--- config.mk ---
export PLATFORM = sky130hd
export DESIGN_NAME = i2c_stat_flags
export DESIGN_NICKNAME = d
export VERILOG_FILES = /design/src/rtl/i2c_stat_pkg.sv /design/src/rtl/stat_flag.sv /design/src/rtl/stat_buf_track.sv /design/src/rtl/i2c_stat_flags.sv
export SDC_FILE = /design/constraint.sdc
export NUM_CORES = 1
export LEC_CHECK = 0
export CAP_MARGIN = 30
export CORE_MARGIN = 1.5
export CORE_UTILIZATION = 25
export DETAILED_ROUTE_END_ITERATION = 16
export PLACE_DENSITY_LB_ADDON = 0.12
export SLEW_MARGIN = 20
export SYNTH_ARGS = -nofsm -noshare
export SYNTH_HDL_FRONTEND = slang
export SYNTH_SLANG_ARGS = --single-unit
--- constraint.sdc ---
create_clock -name clk -period 0.9 [get_ports clk]
set_clock_uncertainty 0.2 [all_clocks]
set_input_delay 0.09 -clock clk [delete_from_list [all_inputs] [get_ports clk]]
set_output_delay 0.09 -clock clk [all_outputs]
set_load 0.01 [all_outputs]
--- src/rtl/i2c_stat_pkg.sv ---
package i2c_stat_pkg;
  localparam int STAT_W = 16;
  localparam int B_ACK  = 15;
  localparam int B_TRN  = 14;
  localparam int B_BCL  = 10;
  localparam int B_GC   = 9;
  localparam int B_A10  = 8;
  localparam int B_WCOL = 7;
  localparam int B_OVF  = 6;
  localparam int B_DA   = 5;
  localparam int B_RBF  = 1;
  localparam int B_TBF  = 0;
  localparam logic [STAT_W-1:0] SW_CLR_BITS =
    STAT_W'((1 << B_BCL) | (1 << B_WCOL) | (1 << B_OVF));
endpackage

--- src/rtl/stat_flag.sv ---
module stat_flag #(
  parameter bit CLR_WINS = 1'b0
) (
  input  logic clk,
  input  logic rst_n,
  input  logic set_i,
  input  logic clr_i,
  output logic q
);
  generate
    if (CLR_WINS) begin : g_clr_first
      always_ff @(posedge clk) begin
        if (!rst_n)     q <= 1'b0;
        else if (clr_i) q <= 1'b0;
        else if (set_i) q <= 1'b1;
      end
    end else begin : g_set_first
      always_ff @(posedge clk) begin
        if (!rst_n)     q <= 1'b0;
        else if (set_i) q <= 1'b1;
        else if (clr_i) q <= 1'b0;
      end
    end
  endgenerate
endmodule

--- src/rtl/stat_buf_track.sv ---
module stat_buf_track (
  input  logic clk,
  input  logic rst_n,
  input  logic rx_byte,
  input  logic rx_rd,
  input  logic tx_wr,
  input  logic tx_load,
  input  logic eng_busy,
  output logic rbf,
  output logic tbf,
  output logic ovf_hit,
  output logic wcol_hit
);
  assign ovf_hit  = rx_byte && rbf && !rx_rd;
  assign wcol_hit = tx_wr && (tbf || eng_busy);

  always_ff @(posedge clk) begin
    if (!rst_n)       rbf <= 1'b0;
    else if (rx_byte) rbf <= 1'b1;
    else if (rx_rd)   rbf <= 1'b0;
  end

  always_ff @(posedge clk) begin
    if (!rst_n)                  tbf <= 1'b0;
    else if (tx_wr && !wcol_hit) tbf <= 1'b1;
    else if (tx_load)            tbf <= 1'b0;
  end

  p_ovf_keep_r8: assert property (@(posedge clk) disable iff (!rst_n)
    ovf_hit |=> rbf);
  p_wcol_drop_r7: assert property (@(posedge clk) disable iff (!rst_n)
    (wcol_hit && !tx_load) |=> (tbf == $past(tbf)));
  p_rd_empty_r10: assert property (@(posedge clk) disable iff (!rst_n)
    (rx_rd && !rx_byte) |=> !rbf);
endmodule

--- src/rtl/i2c_stat_flags.sv ---
module i2c_stat_flags
  import i2c_stat_pkg::*;
(
  input  logic              clk,
  input  logic              rst_n,
  input  logic              ev_ack_done,
  input  logic              ack_nack,
  input  logic              ev_mtx_start,
  input  logic              ev_collision,
  input  logic              ev_addr_match,
  input  logic              ev_addr10_match,
  input  logic              ev_gcall_match,
  input  logic              ev_stop,
  input  logic              ev_rx_byte,
  input  logic              ev_rx_data,
  input  logic              ev_tx_done,
  input  logic              eng_busy,
  input  logic              eng_tx_load,
  input  logic              cpu_tx_wr,
  input  logic              cpu_rx_rd,
  input  logic              sw_clr_en,
  input  logic [STAT_W-1:0] sw_clr_mask,
  output logic [STAT_W-1:0] stat_word
);
  logic [STAT_W-1:0] sw_clr;
  logic f_ack, f_trn, f_bcl, f_gc, f_a10, f_wcol, f_ovf, f_da, f_rbf, f_tbf;
  logic ovf_hit, wcol_hit, any_match;

  // write-0-to-clear, restricted to the sticky error bits
  assign sw_clr    = sw_clr_en ? (~sw_clr_mask & SW_CLR_BITS) : '0;
  assign any_match = ev_addr_match | ev_addr10_match | ev_gcall_match;

  stat_buf_track u_buf (
    .clk(clk), .rst_n(rst_n), .rx_byte(ev_rx_byte), .rx_rd(cpu_rx_rd),
    .tx_wr(cpu_tx_wr), .tx_load(eng_tx_load), .eng_busy(eng_busy),
    .rbf(f_rbf), .tbf(f_tbf), .ovf_hit(ovf_hit), .wcol_hit(wcol_hit)
  );

  stat_flag #(.CLR_WINS(1'b0)) u_ack (.clk(clk), .rst_n(rst_n),
    .set_i(ev_ack_done & ack_nack), .clr_i(ev_ack_done & ~ack_nack), .q(f_ack));
  stat_flag #(.CLR_WINS(1'b0)) u_trn (.clk(clk), .rst_n(rst_n),
    .set_i(ev_mtx_start), .clr_i(ev_ack_done), .q(f_trn));
  stat_flag #(.CLR_WINS(1'b0)) u_bcl (.clk(clk), .rst_n(rst_n),
    .set_i(ev_collision), .clr_i(sw_clr[B_BCL]), .q(f_bcl));
  stat_flag #(.CLR_WINS(1'b0)) u_gc (.clk(clk), .rst_n(rst_n),
    .set_i(ev_gcall_match), .clr_i(ev_stop), .q(f_gc));
  stat_flag #(.CLR_WINS(1'b0)) u_a10 (.clk(clk), .rst_n(rst_n),
    .set_i(ev_addr10_match), .clr_i(ev_stop), .q(f_a10));
  stat_flag #(.CLR_WINS(1'b0)) u_wcol (.clk(clk), .rst_n(rst_n),
    .set_i(wcol_hit), .clr_i(sw_clr[B_WCOL]), .q(f_wcol));
  stat_flag #(.CLR_WINS(1'b0)) u_ovf (.clk(clk), .rst_n(rst_n),
    .set_i(ovf_hit), .clr_i(sw_clr[B_OVF]), .q(f_ovf));
  stat_flag #(.CLR_WINS(1'b1)) u_da (.clk(clk), .rst_n(rst_n),
    .set_i(ev_tx_done | ev_rx_data), .clr_i(any_match), .q(f_da));

  always_comb begin
    stat_word         = '0;
    stat_word[B_ACK]  = f_ack;
    stat_word[B_TRN]  = f_trn;
    stat_word[B_BCL]  = f_bcl;
    stat_word[B_GC]   = f_gc;
    stat_word[B_A10]  = f_a10;
    stat_word[B_WCOL] = f_wcol;
    stat_word[B_OVF]  = f_ovf;
    stat_word[B_DA]   = f_da;
    stat_word[B_RBF]  = f_rbf;
    stat_word[B_TBF]  = f_tbf;
  end

  p_ack_load_r2: assert property (@(posedge clk) disable iff (!rst_n)
    ev_ack_done |=> (stat_word[B_ACK] == $past(ack_nack)));
  p_trn_set_r3: assert property (@(posedge clk) disable iff (!rst_n)
    ev_mtx_start |=> stat_word[B_TRN]);
  p_bcl_sticky_r4: assert property (@(posedge clk) disable iff (!rst_n)
    (stat_word[B_BCL] && !(sw_clr_en && !sw_clr_mask[B_BCL])) |=> stat_word[B_BCL]);
  p_gc_stop_r5: assert property (@(posedge clk) disable iff (!rst_n)
    (ev_stop && !ev_gcall_match) |=> !stat_word[B_GC]);
  p_a10_stop_r6: assert property (@(posedge clk) disable iff (!rst_n)
    (ev_stop && !ev_addr10_match) |=> !stat_word[B_A10]);
  p_da_match_r9: assert property (@(posedge clk) disable iff (!rst_n)
    any_match |=> !stat_word[B_DA]);
  p_zero_r11: assert property (@(posedge clk) disable iff (!rst_n)
    (stat_word[13:11] == 3'b000) && (stat_word[4:2] == 3'b000));
  p_set_wins_r12: assert property (@(posedge clk) disable iff (!rst_n)
    (ev_collision && sw_clr_en) |=> stat_word[B_BCL]);
endmodule

==> results.py, run 1 <==
metrics = {
    "power": {
        "power.density_nw_per_um2": 1220,
        "power_uw": 1030,
        "ir_worst_vdd_uv": 772,
        "p_leak_uw": 0.000373,
    },
    "job": {
        "max_cap_viol_count": 0,
    },
    "setup_path": {
        "critPathKind": "register to register",
        "crit_chain": "buf_4, o211ai_1, o21ai_1",
        "cp-end-kind": "register",
        "crit_buf_inv": 1,
        "crit_path_top_delay_cell": "dfxtp_2",
        "path_delay_family": "flip-flops",
        "max_stage_delay_ps": 310,
        "critPathRequiredTime_ps": 840,
        "arrival_ps": 930,
        "startpoint_type": "register",
        "critPathMaxFanout": 3,
    },
    "route": {
        "drtAntennaViolNets": 0,
        "drt_iter0_drc": 1,
        "vias": 416,
        "wire_per_inst_um": 8.62,
        "drc": 0,
        "vias_per_cell": 3.89,
        "wirelength_um": 922,
        "first_pass_iters": 2,
    },
    "floorplan": {
        "die_x_um": 48.1,
        "io_pins": 50,
        "die_h_um": 48.1,
        "row_count": 16,
        "start_util_pct": 26.2,
        "fp.dieArea_um2": 2310,
        "core_area_um2": 1940,
    },
    "run_status": {
        "status": "complete, but fails checks",
        "violations": "negative hold slack, negative setup slack",
    },
    "sta": {
        "final_max_slew_viol_count": 0,
        "finalSetupViolations": 15,
        "rsz0062_at_grt": "yes",
        "fin_crit_ps": 989,
        "whs_ps": -56.5,
        "hold_viol": 3,
        "period_share_pct": 110,
        "finalWorstSetupSlack_ps": -88.6,
        "max_clock_freq_mhz": 1010,
    },
    "worst_hold_path": {
        "hold_class": "input pin to register",
    },
    "finish": {
        "fillerInstances": 205,
        "syn_to_final_growth_pct": 66.5,
        "nets": 116,
        "final_cell_area_um2": 846,
        "layout-drive-gt1-share_pct": 40.0,
        "n_antenna_cell": 0,
    },
    "logic_synthesis": {
        "synth_top_area_share_pct": 39.4,
        "synth.distinct_cells": 18,
        "ys_warn_count": 0,
        "synth_area_leaders": "dfxtp_1 39%, buf_4 25%, nor2b_1 7.4%, o21a_1 5.9%, nor4b_2 3.0%",
        "synthTopCellsByCount": "17 x buf_4, 10 x dfxtp_1, 6 x nor2b_1, 4 x o21a_1",
        "synth_edf_count": 0,
        "synth_most_common_cell": "buf_4",
        "yosys.area.top_type": "dfxtp_1",
        "synthCells": 53,
        "syn_area_um2": 508,
        "ys_ff_latch": 10,
        "ys_seq_area_share_pct": 39.4,
        "syn_area_per_cell_um2": 9.58,
        "synth-async-reset-ratio_pct": 0,
        "synthFlopType": "dfxtp_1",
    },
    "place": {
        "gp_congestion": 0.586,
        "placed_cell_area_um2": 778,
        "port_buffers": 30,
        "place.detailed.hpwl_um": 757,
    },
    "clock_tree": {
        "cts_sinks": 10,
        "cts_buffers": 3,
        "clockRootBuffer": "clkbuf_4",
        "clock_latency_ps": 260,
        "cts_buffer_depth": 2,
        "cts_hold_buf": 0,
        "clk_pin_slew_ps": 60,
        "h-tree-depth": 1,
        "cts_tree": "yes",
    },
    "global_route": {
        "grt_pass1_wl_um": 1380,
        "grt_usage_pct": 8.93,
        "grt_pass1_vias": 361,
        "overflow": 0,
        "antenna_found_initial": 0,
        "grt_max_degree": 7,
    },
}
-- metrics by stage --
step | hold WS (ps) | setup TNS, ps | worst slack, ps | utilization [%] | cells
after floorplan | -14.4 | -13.7 | -13.7 | - | 58
after global placement | 273 | -5350 | -417 | 40.1 | 103
after detailed placement | 269 | -5420 | -441 | 40.1 | 103
after CTS | 52.0 | -1160 | -105 | 42.7 | 107
after global routing | -44.8 | -1440 | -119 | 43.6 | 107
final | -56.5 | -973 | -88.6 | 43.6 | 107
-- report_power, final --
group          total [µW]  leakage, µW  internal (µW)  switching, µW
sequential            491    0.0000859            475           16.1
clock                 294    0.0000138            154            140
combinational         247     0.000274            167           80.6
total                1030     0.000373            795            236
-- tightest hold or removal path, cell delays in order --
cell	delay (ps)
dlymetal6s2s_1	130
nor4b_4	60
o31a_1	90
-- flip-flops by register name, summed over array words and instances, names as in the netlist --
| register | cells |
|---|---|
| u_a10.q | 1 |
| u_ack.q | 1 |
| u_bcl.q | 1 |
| u_buf.rbf | 1 |
| u_buf.tbf | 1 |
| u_da.q | 1 |
| u_gc.q | 1 |
| u_ovf.q | 1 |
| u_trn.q | 1 |
| u_wcol.q | 1 |
-- routing by layer --
metal | up-vias | routed length, µm | global-route usage, %
met3 | 2 | 119 | 5.28
met4 | 0 | 8 | 6.49
met1 | 184 | 380 | 9.44
met5 | - | 0 | 0
met2 | 20 | 414 | 13.1
li1 | 210 | - | -
-- cells in the final DEF, fill, tap and decap left out, drive strengths merged, types with 2 or more instances in the layout --
cell,count
o21ai,3
nor2b,6
dlymetal6s2s,2
o21a,4
buf,16
nand2,2
conb,6
dfxtp,10
clkdlybuf4s50,15
clkbuf,3
dlygate4sd2,3
-- cells by family after synthesis --
| logic type | Yosys count | share of synthesized area (%) |
|---|---|---|
| buffers and inverters | 17 | 25.1 |
| other | 1 | 0.738 |
| flip-flops | 10 | 39.4 |
| AND/OR/NAND/NOR | 14 | 18.7 |
| AO/OA/AOI/OAI | 10 | 14.0 |
| multiplexers | 1 | 1.97 |
-- cell type report --
cell class                      count  area [µm²]  area share (%)
Timing Repair Buffer               36         357            42.2
Multi-Input combinational cell     31         220            26.0
Sequential cell                    10         213            25.1
Tap cell                           27        33.8            3.99
Clock buffer                        3        22.5            2.66
-- worst paths after layout --
path / startpoint / end / slack [ps] / cells past startpoint
worst max-delay path: u_buf.tbf / u_wcol.q / -90 / 3
worst min register to register: u_da.q / u_da.q / 270 / 1
worst max register to register: u_buf.tbf / u_wcol.q / -90 / 3
worst min-delay path: ev_addr_match / u_da.q / -60 / 3
-- timing repair --
item / 4_1_cts / 5_1_grt
gates resized for setup: 62 / 5
pin swaps: 2 / 1
endpoints found under the hold margin: 0 / 1
cloned: 0 / 0
endpoints found under the setup margin: 19 / 20
setup buffers: 1 / 0
Power figures use the tool's default switching activity.
==> inputs of run 2 (changes only) <==
--- a/config.mk
+++ b/config.mk
@@ -6,7 +6,7 @@
 export NUM_CORES = 1
 export LEC_CHECK = 0
 export CAP_MARGIN = 30
-export CORE_MARGIN = 1.5
+export CORE_MARGIN = 4
 export CORE_UTILIZATION = 25
 export DETAILED_ROUTE_END_ITERATION = 16
 export PLACE_DENSITY_LB_ADDON = 0.12
==> results.py, run 2 (same netlist as run 1, synthesis figures left out) <==
metrics = {
    "run_status": {
        "status": "complete, but fails checks",
        "violations": "negative hold slack, negative setup slack",
    },
    "place": {
        "port_buffers": 30,
        "place_ws_ps": -442,
        "gp_congestion": 0.541,
        "place.detailed.hpwl_um": 884,
    },
    "sta": {
        "hold_viol": 1,
        "whs_ps": -18.4,
        "rsz0062_at_grt": "yes",
        "finalSetupViolations": 14,
        "final_max_slew_viol_count": 0,
        "fin_crit_ps": 986,
        "fin_setup_tns_ps": -939,
        "period_share_pct": 110,
        "finalWorstSetupSlack_ps": -85.9,
        "max_clock_freq_mhz": 1010,
    },
    "clock_tree": {
        "clk_pin_slew_ps": 60,
        "h-tree-depth": 1,
        "cts_tree": "yes",
        "clock_latency_ps": 250,
        "cts_buffer_depth": 2,
        "cts_sinks": 10,
        "cts_buffers": 3,
        "cts_hold_buf": 0,
        "cts_setup_buffers": 0,
        "clockRootBuffer": "clkbuf_4",
    },
    "job": {
        "max_cap_viol_count": 0,
    },
    "setup_path": {
        "path_delay_family": "flip-flops",
        "crit_chain": "buf_6",
        "critPathKind": "register to output pin",
        "startpoint_type": "register",
        "cp-end-kind": "output pin",
        "critPathMaxFanout": 2,
        "critPathRequiredTime_ps": 610,
        "arrival_ps": 700,
        "crit_buf_inv": 1,
        "crit_path_top_delay_cell": "dfxtp_2",
        "max_stage_delay_ps": 340,
    },
    "floorplan": {
        "row_count": 16,
        "start_util_pct": 26.2,
        "fp.dieArea_um2": 2820,
        "die_x_um": 53.1,
        "io_pins": 50,
        "core_area_um2": 1940,
        "die_h_um": 53.1,
    },
    "power": {
        "ir_worst_vdd_uv": 660,
        "switchingPower_uw": 231,
        "clkPwrFrac_pct": 28.1,
        "power.density_nw_per_um2": 1230,
        "swShare_pct": 22.5,
        "p_leak_uw": 0.000354,
        "combPwrFrac_pct": 23.7,
        "power_uw": 1020,
        "seq_power_share_pct": 48.2,
        "p_int_uw": 792,
    },
    "finish": {
        "final_cell_mix": "15 x clkdlybuf4s50_1, 11 x buf_6, 10 x dfxtp_2, 6 x conb_1",
        "n_antenna_cell": 0,
        "final_common_cell": "clkdlybuf4s50_1",
        "layout-drive-gt1-share_pct": 39.7,
        "syn_to_final_growth_pct": 63.8,
        "nets": 114,
        "utilization_pct": 42.8,
    },
    "route": {
        "vias_per_cell": 3.84,
        "first_pass_iters": 4,
        "drtAntennaViolNets": 0,
        "wire_per_inst_um": 9.91,
        "drt_iter0_drc": 2,
        "wirelength_um": 1040,
        "drc": 0,
        "vias": 403,
    },
    "global_route": {
        "overflow": 0,
        "antenna_found_initial": 0,
        "grt_usage_pct": 8.08,
        "grt_pass1_wl_um": 1580,
        "grt_max_degree": 7,
        "grt_pass1_vias": 409,
    },
    "worst_hold_path": {
        "hold_class": "input pin to register",
    },
}
[run 2: changes by cell type in the layout (fill, tap and decap cells not counted), sizes merged]
cell | previous run | this run
dlymetal6s2s | 2 | 1
buf | 16 | 14
dlygate4sd2 | 3 | 4
[run 2: worst min-delay path, stage by stage]
cell and delay [ps]:
dlymetal6s2s_1 120, mux2i_1 90, nor2b_1 100
[run 2: layout make-up]
| type | count | area (µm²) |
|---|---|---|
| clock buffers | 3 | 22.5 |
| fillers | 206 | 1110 |
| multi-input cells | 31 | 219 |
| flip-flops and latches | 10 | 213 |
| well taps | 27 | 33.8 |
| repair buffers | 34 | 344 |
[run 2: metal layers]
metal,GRT usage [%],wire [µm],vias to the layer above
met1,7.95,369,179
li1,-,-,205
met3,3.94,109,2
met5,0,0,-
met2,13.4,552,17
met4,5.11,10,0
[run 2: repair_timing]
item / 4_1_cts / 5_1_grt
resized for setup: 64 / 4
pin swaps: 5 / 1
setup endpoints to repair: 19 / 19
[run 2: path summary, 6_finish.rpt]
check / cells after the start / end / startpoint / slack, ps
worst max-delay path: 1 / stat_word[0] / u_buf.tbf / -90
worst min-delay path: 3 / u_ack.q / ev_ack_done / -20
worst max register to register: 3 / u_wcol.q / u_buf.tbf / -80
worst min register to register: 1 / u_da.q / u_da.q / 280
[run 2: per-stage QoR]
step,area (µm²),std cells
floorplan,534,58
global placement,771,102
detailed placement,771,102
CTS,813,105
global route,832,105
finish,832,105
[run 2: power by group through the flow]
stage	clock network, µW	logic [µW]	registers [µW]
after global placement	0	243	491
after CTS	303	240	493
final	287	243	493
after floorplan	0	130	490
after detailed placement	0	242	491
after global routing	334	262	498
